<file path="src/rtl/spk_agc_pkg.sv">
package spk_agc_pkg;
  parameter int unsigned GAIN_W      = 6;
  parameter int unsigned THR_W       = 4;
  parameter int unsigned RATE_W      = 3;
  parameter int unsigned DECAY_EXTRA = 4;
  localparam int unsigned MAX_SHIFT  = (1 << RATE_W) - 1 + DECAY_EXTRA;
  localparam int unsigned CNT_W      = MAX_SHIFT + 1;

  typedef logic [GAIN_W-1:0] gain_t;
  typedef logic [CNT_W-1:0]  tick_t;

  // ticks per 1 dB step for a rate code
  function automatic tick_t step_len(input logic [RATE_W-1:0] code, input logic release_mode);
    int unsigned sh;
    sh = 32'(code) + (release_mode ? DECAY_EXTRA : 0);
    return tick_t'(1) << sh;
  endfunction

  function automatic gain_t larger(input gain_t a, input gain_t b);
    return (a > b) ? a : b;
  endfunction

  // apply attenuation to volume without dropping below the floor
  function automatic gain_t floor_gain(input gain_t vol, input gain_t floor_code, input gain_t att);
    logic signed [GAIN_W+1:0] diff;
    diff = $signed({2'b00, vol}) - $signed({2'b00, att});
    if (vol <= floor_code) return vol;
    if (diff < $signed({2'b00, floor_code})) return floor_code;
    return diff[GAIN_W-1:0];
  endfunction
endpackage

</file>
<file path="src/rtl/agc_power_avg.sv">
module agc_power_avg
  import spk_agc_pkg::*;
#(
  parameter int unsigned SAMPLE_W = 16,
  parameter int unsigned SHORT_SH = 3,
  parameter int unsigned LONG_SH  = 6
) (
  input  logic                clk,
  input  logic                rst_n,
  input  logic                tick,
  input  logic [SAMPLE_W-1:0] sample,
  input  logic                slow,
  output logic [SAMPLE_W-1:0] avg
);
  localparam int unsigned SQ_W = 2 * SAMPLE_W;

  logic signed [SQ_W-1:0]     sq_full;
  logic        [SAMPLE_W-1:0] sq_hi;
  logic        [SAMPLE_W-1:0] avg_q, avg_nx, gap;
  int unsigned                sh;

  always_comb begin
    sq_full = $signed(sample) * $signed(sample);
    sq_hi   = sq_full[SQ_W-1:SAMPLE_W];
    sh      = slow ? LONG_SH : SHORT_SH;
    if (sq_hi >= avg_q) begin
      gap    = sq_hi - avg_q;
      avg_nx = avg_q + (gap >> sh);
    end else begin
      gap    = avg_q - sq_hi;
      avg_nx = avg_q - (gap >> sh);
    end
  end

  always_ff @(posedge clk) begin
    if (!rst_n)    avg_q <= '0;
    else if (tick) avg_q <= avg_nx;
  end

  assign avg = avg_q;

  // average can never pass the largest possible squared term
  a_r5_avg_bound: assert property (@(posedge clk) disable iff (!rst_n)
    avg_q <= (SAMPLE_W)'(1) << (SAMPLE_W - 2));
  // no tick, no movement
  a_r10_avg_hold: assert property (@(posedge clk) disable iff (!rst_n)
    !tick |=> $stable(avg_q));
endmodule

</file>
<file path="src/rtl/agc_rate_stepper.sv">
module agc_rate_stepper
  import spk_agc_pkg::*;
(
  input  logic              clk,
  input  logic              rst_n,
  input  logic              active,
  input  logic              tick,
  input  logic              over,
  input  logic [RATE_W-1:0] atk_code,
  input  logic [RATE_W-1:0] dcy_code,
  output gain_t             atten
);
  localparam gain_t ATT_MAX = '1;

  gain_t atten_q;
  tick_t cnt_q, run_len, target;
  logic  last_q;
  logic  step_due, step_up, step_dn;

  always_comb begin
    run_len  = (over == last_q) ? cnt_q + tick_t'(1) : tick_t'(1);
    target   = over ? step_len(atk_code, 1'b0) : step_len(dcy_code, 1'b1);
    step_due = active && tick && (run_len == target);
    step_up  = step_due && over  && (atten_q != ATT_MAX);
    step_dn  = step_due && !over && (atten_q != '0);
  end

  always_ff @(posedge clk) begin
    if (!rst_n || !active) begin
      atten_q <= '0;
      cnt_q   <= '0;
      last_q  <= 1'b0;
    end else if (tick) begin
      last_q <= over;
      cnt_q  <= step_due ? '0 : run_len;
      if (step_up)      atten_q <= atten_q + gain_t'(1);
      else if (step_dn) atten_q <= atten_q - gain_t'(1);
    end
  end

  assign atten = atten_q;

  // at most one dB per clock in either direction
  a_r3_single_step: assert property (@(posedge clk) disable iff (!rst_n)
    active |=> (({1'b0, atten_q} == {1'b0, $past(atten_q)}) ||
                ({1'b0, atten_q} == {1'b0, $past(atten_q)} + (GAIN_W+1)'(1)) ||
                ({1'b0, atten_q} + (GAIN_W+1)'(1) == {1'b0, $past(atten_q)})));
  // a disabled detector holds no attenuation
  a_r8_cleared: assert property (@(posedge clk) disable iff (!rst_n)
    !active |=> (atten_q == '0));
  // idle cycles leave attenuation alone
  a_r10_hold: assert property (@(posedge clk) disable iff (!rst_n)
    (active && !tick) |=> $stable(atten_q));
  // saturated attenuation stays put under overload
  a_r9_saturate: assert property (@(posedge clk) disable iff (!rst_n)
    (active && tick && over && atten_q == ATT_MAX) |=> (atten_q == ATT_MAX));
endmodule

</file>
<file path="src/rtl/agc_gain_merge.sv">
module agc_gain_merge
  import spk_agc_pkg::*;
(
  input  logic  clk,
  input  logic  rst_n,
  input  gain_t att_clip,
  input  gain_t att_pwr,
  input  gain_t vol,
  input  gain_t floor_code,
  output gain_t att_out,
  output gain_t gain_out
);
  always_comb begin
    att_out  = larger(att_clip, att_pwr);
    gain_out = floor_gain(vol, floor_code, att_out);
  end

  // never below the floor when volume sits above it
  a_r7_floor: assert property (@(posedge clk) disable iff (!rst_n)
    (vol > floor_code) |-> (gain_out >= floor_code));
  // limiting never raises gain
  a_r7_no_boost: assert property (@(posedge clk) disable iff (!rst_n)
    gain_out <= vol);
  // reported attenuation covers both detectors
  a_r6_covers: assert property (@(posedge clk) disable iff (!rst_n)
    (att_out >= att_clip) && (att_out >= att_pwr));
endmodule

</file>
<file path="src/rtl/spk_gain_limiter.sv">
module spk_gain_limiter
  import spk_agc_pkg::*;
#(
  parameter int unsigned SAMPLE_W = 16,
  parameter int unsigned SHORT_SH = 3,
  parameter int unsigned LONG_SH  = 6
) (
  input  logic                clk,
  input  logic                rst_n,
  input  logic                smp_valid,
  input  logic [SAMPLE_W-1:0] smp_data,
  input  logic                agc_on,
  input  logic                clip_on,
  input  logic [THR_W-1:0]    clip_thr,
  input  logic [RATE_W-1:0]   clip_atk,
  input  logic [RATE_W-1:0]   clip_dcy,
  input  logic                pwr_on,
  input  logic [THR_W-1:0]    pwr_thr,
  input  logic [RATE_W-1:0]   pwr_atk,
  input  logic [RATE_W-1:0]   pwr_dcy,
  input  logic                pwr_slow,
  input  logic [GAIN_W-1:0]   min_gain,
  input  logic [GAIN_W-1:0]   vol_code,
  output logic [GAIN_W-1:0]   atten_req,
  output logic [GAIN_W-1:0]   gain_code
);
  localparam int unsigned N_LIM     = 2;
  localparam int unsigned LIM_CLIP  = 0;
  localparam int unsigned LIM_PWR   = 1;
  localparam int unsigned MAG_W     = SAMPLE_W + 1;
  localparam int unsigned CLIP_SH   = SAMPLE_W - THR_W - 1;
  localparam int unsigned PWR_SH    = SAMPLE_W - THR_W - 2;

  logic signed [MAG_W-1:0]    sx;
  logic        [MAG_W-1:0]    mag, clip_level;
  logic        [SAMPLE_W-1:0] pwr_avg, pwr_level;
  logic                       clip_over, pwr_over;

  logic                       lim_active [N_LIM];
  logic                       lim_over   [N_LIM];
  logic        [RATE_W-1:0]   lim_atk    [N_LIM];
  logic        [RATE_W-1:0]   lim_dcy    [N_LIM];
  gain_t                      lim_att    [N_LIM];

  // peak magnitude against clip level
  always_comb begin
    sx         = $signed({smp_data[SAMPLE_W-1], smp_data});
    mag        = (sx < 0) ? MAG_W'(-sx) : MAG_W'(sx);
    clip_level = (MAG_W'(clip_thr) + MAG_W'(1)) << CLIP_SH;
    clip_over  = mag >= clip_level;
    pwr_level  = (SAMPLE_W'(pwr_thr) + SAMPLE_W'(1)) << PWR_SH;
    pwr_over   = pwr_avg >= pwr_level;
  end

  agc_power_avg #(
    .SAMPLE_W(SAMPLE_W), .SHORT_SH(SHORT_SH), .LONG_SH(LONG_SH)
  ) i_pwr (
    .clk(clk), .rst_n(rst_n), .tick(smp_valid), .sample(smp_data),
    .slow(pwr_slow), .avg(pwr_avg)
  );

  always_comb begin
    lim_active[LIM_CLIP] = agc_on && clip_on;
    lim_over[LIM_CLIP]   = clip_over;
    lim_atk[LIM_CLIP]    = clip_atk;
    lim_dcy[LIM_CLIP]    = clip_dcy;
    lim_active[LIM_PWR]  = agc_on && pwr_on;
    lim_over[LIM_PWR]    = pwr_over;
    lim_atk[LIM_PWR]     = pwr_atk;
    lim_dcy[LIM_PWR]     = pwr_dcy;
  end

  for (genvar g = 0; g < N_LIM; g++) begin : g_lim
    agc_rate_stepper i_step (
      .clk(clk), .rst_n(rst_n), .active(lim_active[g]), .tick(smp_valid),
      .over(lim_over[g]), .atk_code(lim_atk[g]), .dcy_code(lim_dcy[g]),
      .atten(lim_att[g])
    );
  end

  agc_gain_merge i_merge (
    .clk(clk), .rst_n(rst_n), .att_clip(lim_att[LIM_CLIP]), .att_pwr(lim_att[LIM_PWR]),
    .vol(vol_code), .floor_code(min_gain), .att_out(atten_req), .gain_out(gain_code)
  );

  // nothing is taken away in the cycle after reset
  a_r1_reset_clear: assert property (@(posedge clk)
    !rst_n |=> (atten_req == '0));
endmodule

</file>
<file path="config.mk">
export PLATFORM = sky130hd
export DESIGN_NAME = spk_gain_limiter
export DESIGN_NICKNAME = d
export VERILOG_FILES = /design/src/rtl/spk_agc_pkg.sv /design/src/rtl/agc_power_avg.sv /design/src/rtl/agc_rate_stepper.sv /design/src/rtl/agc_gain_merge.sv /design/src/rtl/spk_gain_limiter.sv
export SDC_FILE = /design/constraint.sdc
export NUM_CORES = 1
export LEC_CHECK = 0
export BUFFER_PORTS_ARGS = -buffer_cell sky130_fd_sc_hd__buf_2
export CORE_MARGIN = 8
export CORE_UTILIZATION = 65
export CTS_BUF_LIST = sky130_fd_sc_hd__clkbuf_2
export CTS_CLUSTER_SIZE = 40
export DETAILED_ROUTE_END_ITERATION = 6
export GPL_ROUTABILITY_DRIVEN = 0
export GPL_TIMING_DRIVEN = 0
export PLACE_DENSITY = 0.84
export SETUP_SLACK_MARGIN = 0.5
export SLEW_MARGIN = 20
export SYNTH_ARGS = -nofsm -noshare
export SYNTH_HDL_FRONTEND = slang
export SYNTH_SLANG_ARGS = --single-unit
</file>
<file path="constraint.sdc">
create_clock -name clk -period 15.8 [get_ports clk]
set_clock_uncertainty 0.2 [all_clocks]
set_input_delay 2.37 -clock clk [delete_from_list [all_inputs] [get_ports clk]]
set_output_delay 2.37 -clock clk [all_outputs]
set_load 0.02 [all_outputs]
</file>
==> flow_summary.yaml <==
floorplan:
  die_width_um: 176.6
  dieHeight_um: 176.6
  core_area_um2: 25250
  num_io_pins: 67
  initial_core_util: 0.6639
  dieArea_um2: 31190
  row_count: 58
timing:
  hold_viol: 0
  whs_ps: 295.0
  fin_crit_sh: 0.9064
  rsz0062_at_grt: "false"
  slew_viol_final: 0
  setup_violations: 0
  period_needed_ps: 14320
  setup_ws_ps: 1478
  tns_ps: 0
  worst_pin_slew_ps: 808.6
  slew-limit-headroom: 0.4609
  fmax_mhz: 69.82
synth:
  yosys.area.top_type: "fa_1"
  avgSynthCellArea_um2: 8.041
  synthDistinctLibCells: 79
  ys_ff_latch: 54
  ys.flop_type: "dfxtp_1"
  synth_async_sr_flop_share: 0
  ys_top_cells_by_area: "fa_1 29%, ha_1 13%, inv_1 9.3%, dfxtp_1 6.4%, xnor2_1 4.4%"
  synth_edf_count: 0
  synth_seq_area_share: 0.06448
  synth_area_um2: 16770
  yosysWarnings: 0
  synthCells: 2085
  syn_nets: 2561
  yosys.area.top_type_share: 0.2878
drt:
  vias: 14612
  post_drt_wl_per_cell_um: 16.22
  drtAntennaViolNets: 0
  dr.pass1.iters: 5
  drc_errors: 0
  via_per_inst: 5.878
  dr.first_iter.drc_count: 944
  routed_wl_mm: 40.31
finish:
  nNetsFinal: 2630
  multi_input_area_um2: 13820
  final_cells: 2486
  final_cell_mix: "416 x inv_1, 241 x fa_1, 180 x ha_1, 165 x nand2_1, 129 x nor2_1"
  area_growth_pct: 4.896
  final_common_cell: "inv_1"
  drive_gt1_frac: 0.05336
  seq_area_um2: 1081
  fillers: 2059
cts:
  cts_sinks: 54
  cts-buffers-inserted: 5
  clockBufferDepth: 2
  clkTransAtPathRegs_ps: 280
  clkLatencyLatePin_ps: 490
  tritoncts: "built"
  htreeDepth: 2
  clockRootBuffer: "clkbuf_2"
critical_path:
  rrSetupSlack_ps: 9250
  path_class: "in2reg"
  arrival_ps: 14500
  max_stage_delay_ps: 570
  critPathSlowestCell: "fa_1"
  crit_start: "smp_data[4]"
  worst_setup_path_start_kind: "input port"
  critPathCaptureType: "flop"
  critPathRequiredTime_ps: 15980
  worstPathMaxFanout: 10
  r2r-start: "i_pwr.avg[1]$_SDFFE_PN0P_"
  r2r_cells: 24
  cp_common_cell: "a21o_1"
global_routing:
  grt_pass1_wl_mm: 70.29
  grt_overflow: 0
  grt_pass1_vias: 15295
  antenna_found_initial: 1
  grt_max_degree: 18
  track_usage: 0.2665
run:
  cap_violations: 0
placed_design:
  place_ws_ps: 464.9
  dpl.cell_count: 2477
  hpwl_mm: 34.29
  portBuffers: 62
hold_path:
  hold_depth: 2
  hp-start: "g_lim[1].i_step.cnt_q[11]$_SDFFE_PP0P_"
  hp-class: "reg2reg"
run_status:
  outcome: "finished clean"
area by class of cell:
class	instances	area share
diodes	1	0.0001423
plain buffers	77	0.01743
clock buffers	5	0.001423
clock inverters	3	0.002419
inverters	422	0.09007
multi-input cells	1532	0.7859
flip-flops and latches	54	0.06147
well taps	330	0.02348
repair buffers	62	0.01764
per-stage QoR:
| step | area, µm² | util |
|---|---|---|
| floorplan | 16770 | - |
| global placement | 17490 | 0.6925 |
| detailed placement | 17490 | 0.6925 |
| CTS | 17560 | 0.6952 |
| global route | 17590 | 0.6964 |
| finish | 17590 | 0.6964 |
worst paths after layout:
check | end
min reg2reg | g_lim[1].i_step.cnt_q[11]$_SDFFE_PP0P_
min | g_lim[1].i_step.cnt_q[11]$_SDFFE_PP0P_
max | i_pwr.avg[15]$_SDFFE_PN0P_
max reg2reg | i_pwr.avg[15]$_SDFFE_PN0P_
timing repair:
action / 4_1_cts / 5_1_grt
setup buffers: 0 / 0
gates resized for setup: 0 / 12
hold buffers: 0 / 0
endpoints found under the setup margin: 0 / 2
synthesized netlist by cell type (6+ instances only):
library cell	number
o21bai_1	11
nor3_1	38
o31ai_1	16
o21a_1	16
nor4_1	10
or2_2	11
a31oi_1	21
o211ai_1	8
ha_1	180
dfxtp_1	54
fa_1	241
nor2b_1	32
and2_1	39
or3_1	18
nand2b_1	17
nand2_1	165
clkbuf_1	68
xor2_1	39
a21o_1	27
nor2_1	129
o21ai_0	54
inv_1	416
nand4_1	27
a211oi_1	13
a21oi_1	109
and3_1	17
nand3_1	57
xnor2_1	84
mux2i_1	36
o21ai_1	16
or4_1	6
metal layers:
| metal | GRT usage | up-vias | part of all wire |
|---|---|---|---|
| li1 | - | 6939 | - |
| met1 | 0.3358 | 6987 | 0.40 |
| met2 | 0.4673 | 579 | 0.50 |
| met3 | 0.03247 | 107 | 0.071 |
| met4 | 0.08722 | 0 | 0.030 |
| met5 | 0 | - | 0 |
registers in the layout, indices dropped and copies added, names as in the netlist:
register             flops
g_lim.i_step.cnt_q      24
g_lim.i_step.last_q      2
g_lim.i_step.atten      12
i_pwr.avg               16
cells by family (layout without fill, tap and decap cells):
| kind of cell | count (synthesis) | count (layout) | share of synthesized area |
|---|---|---|---|
| AOI/OAI and AO/OA | 353 | 353 | 0.1354 |
| xor gates and xnor gates | 123 | 123 | 0.06425 |
| adders and majority gates | 421 | 421 | 0.4221 |
| buffers and inverters | 499 | 569 | 0.1125 |
| DFF | 54 | 54 | 0.06448 |
| muxes | 42 | 42 | 0.02619 |
| other | 0 | 1 | 0 |
| and+or+nand+nor | 593 | 593 | 0.1751 |
critical path: cells and delay by family:
family / cells / cell delay, ps
compound gates: 20 / 4960
fa+ha+maj: 9 / 4010
simple gates: 8 / 1320
buf+inv: 8 / 1610
xor+xnor: 1 / 210
Power is left out: the tool's default activity adds up to more than one toggle a clock period on the data nets, which glitch-free logic cannot reach.
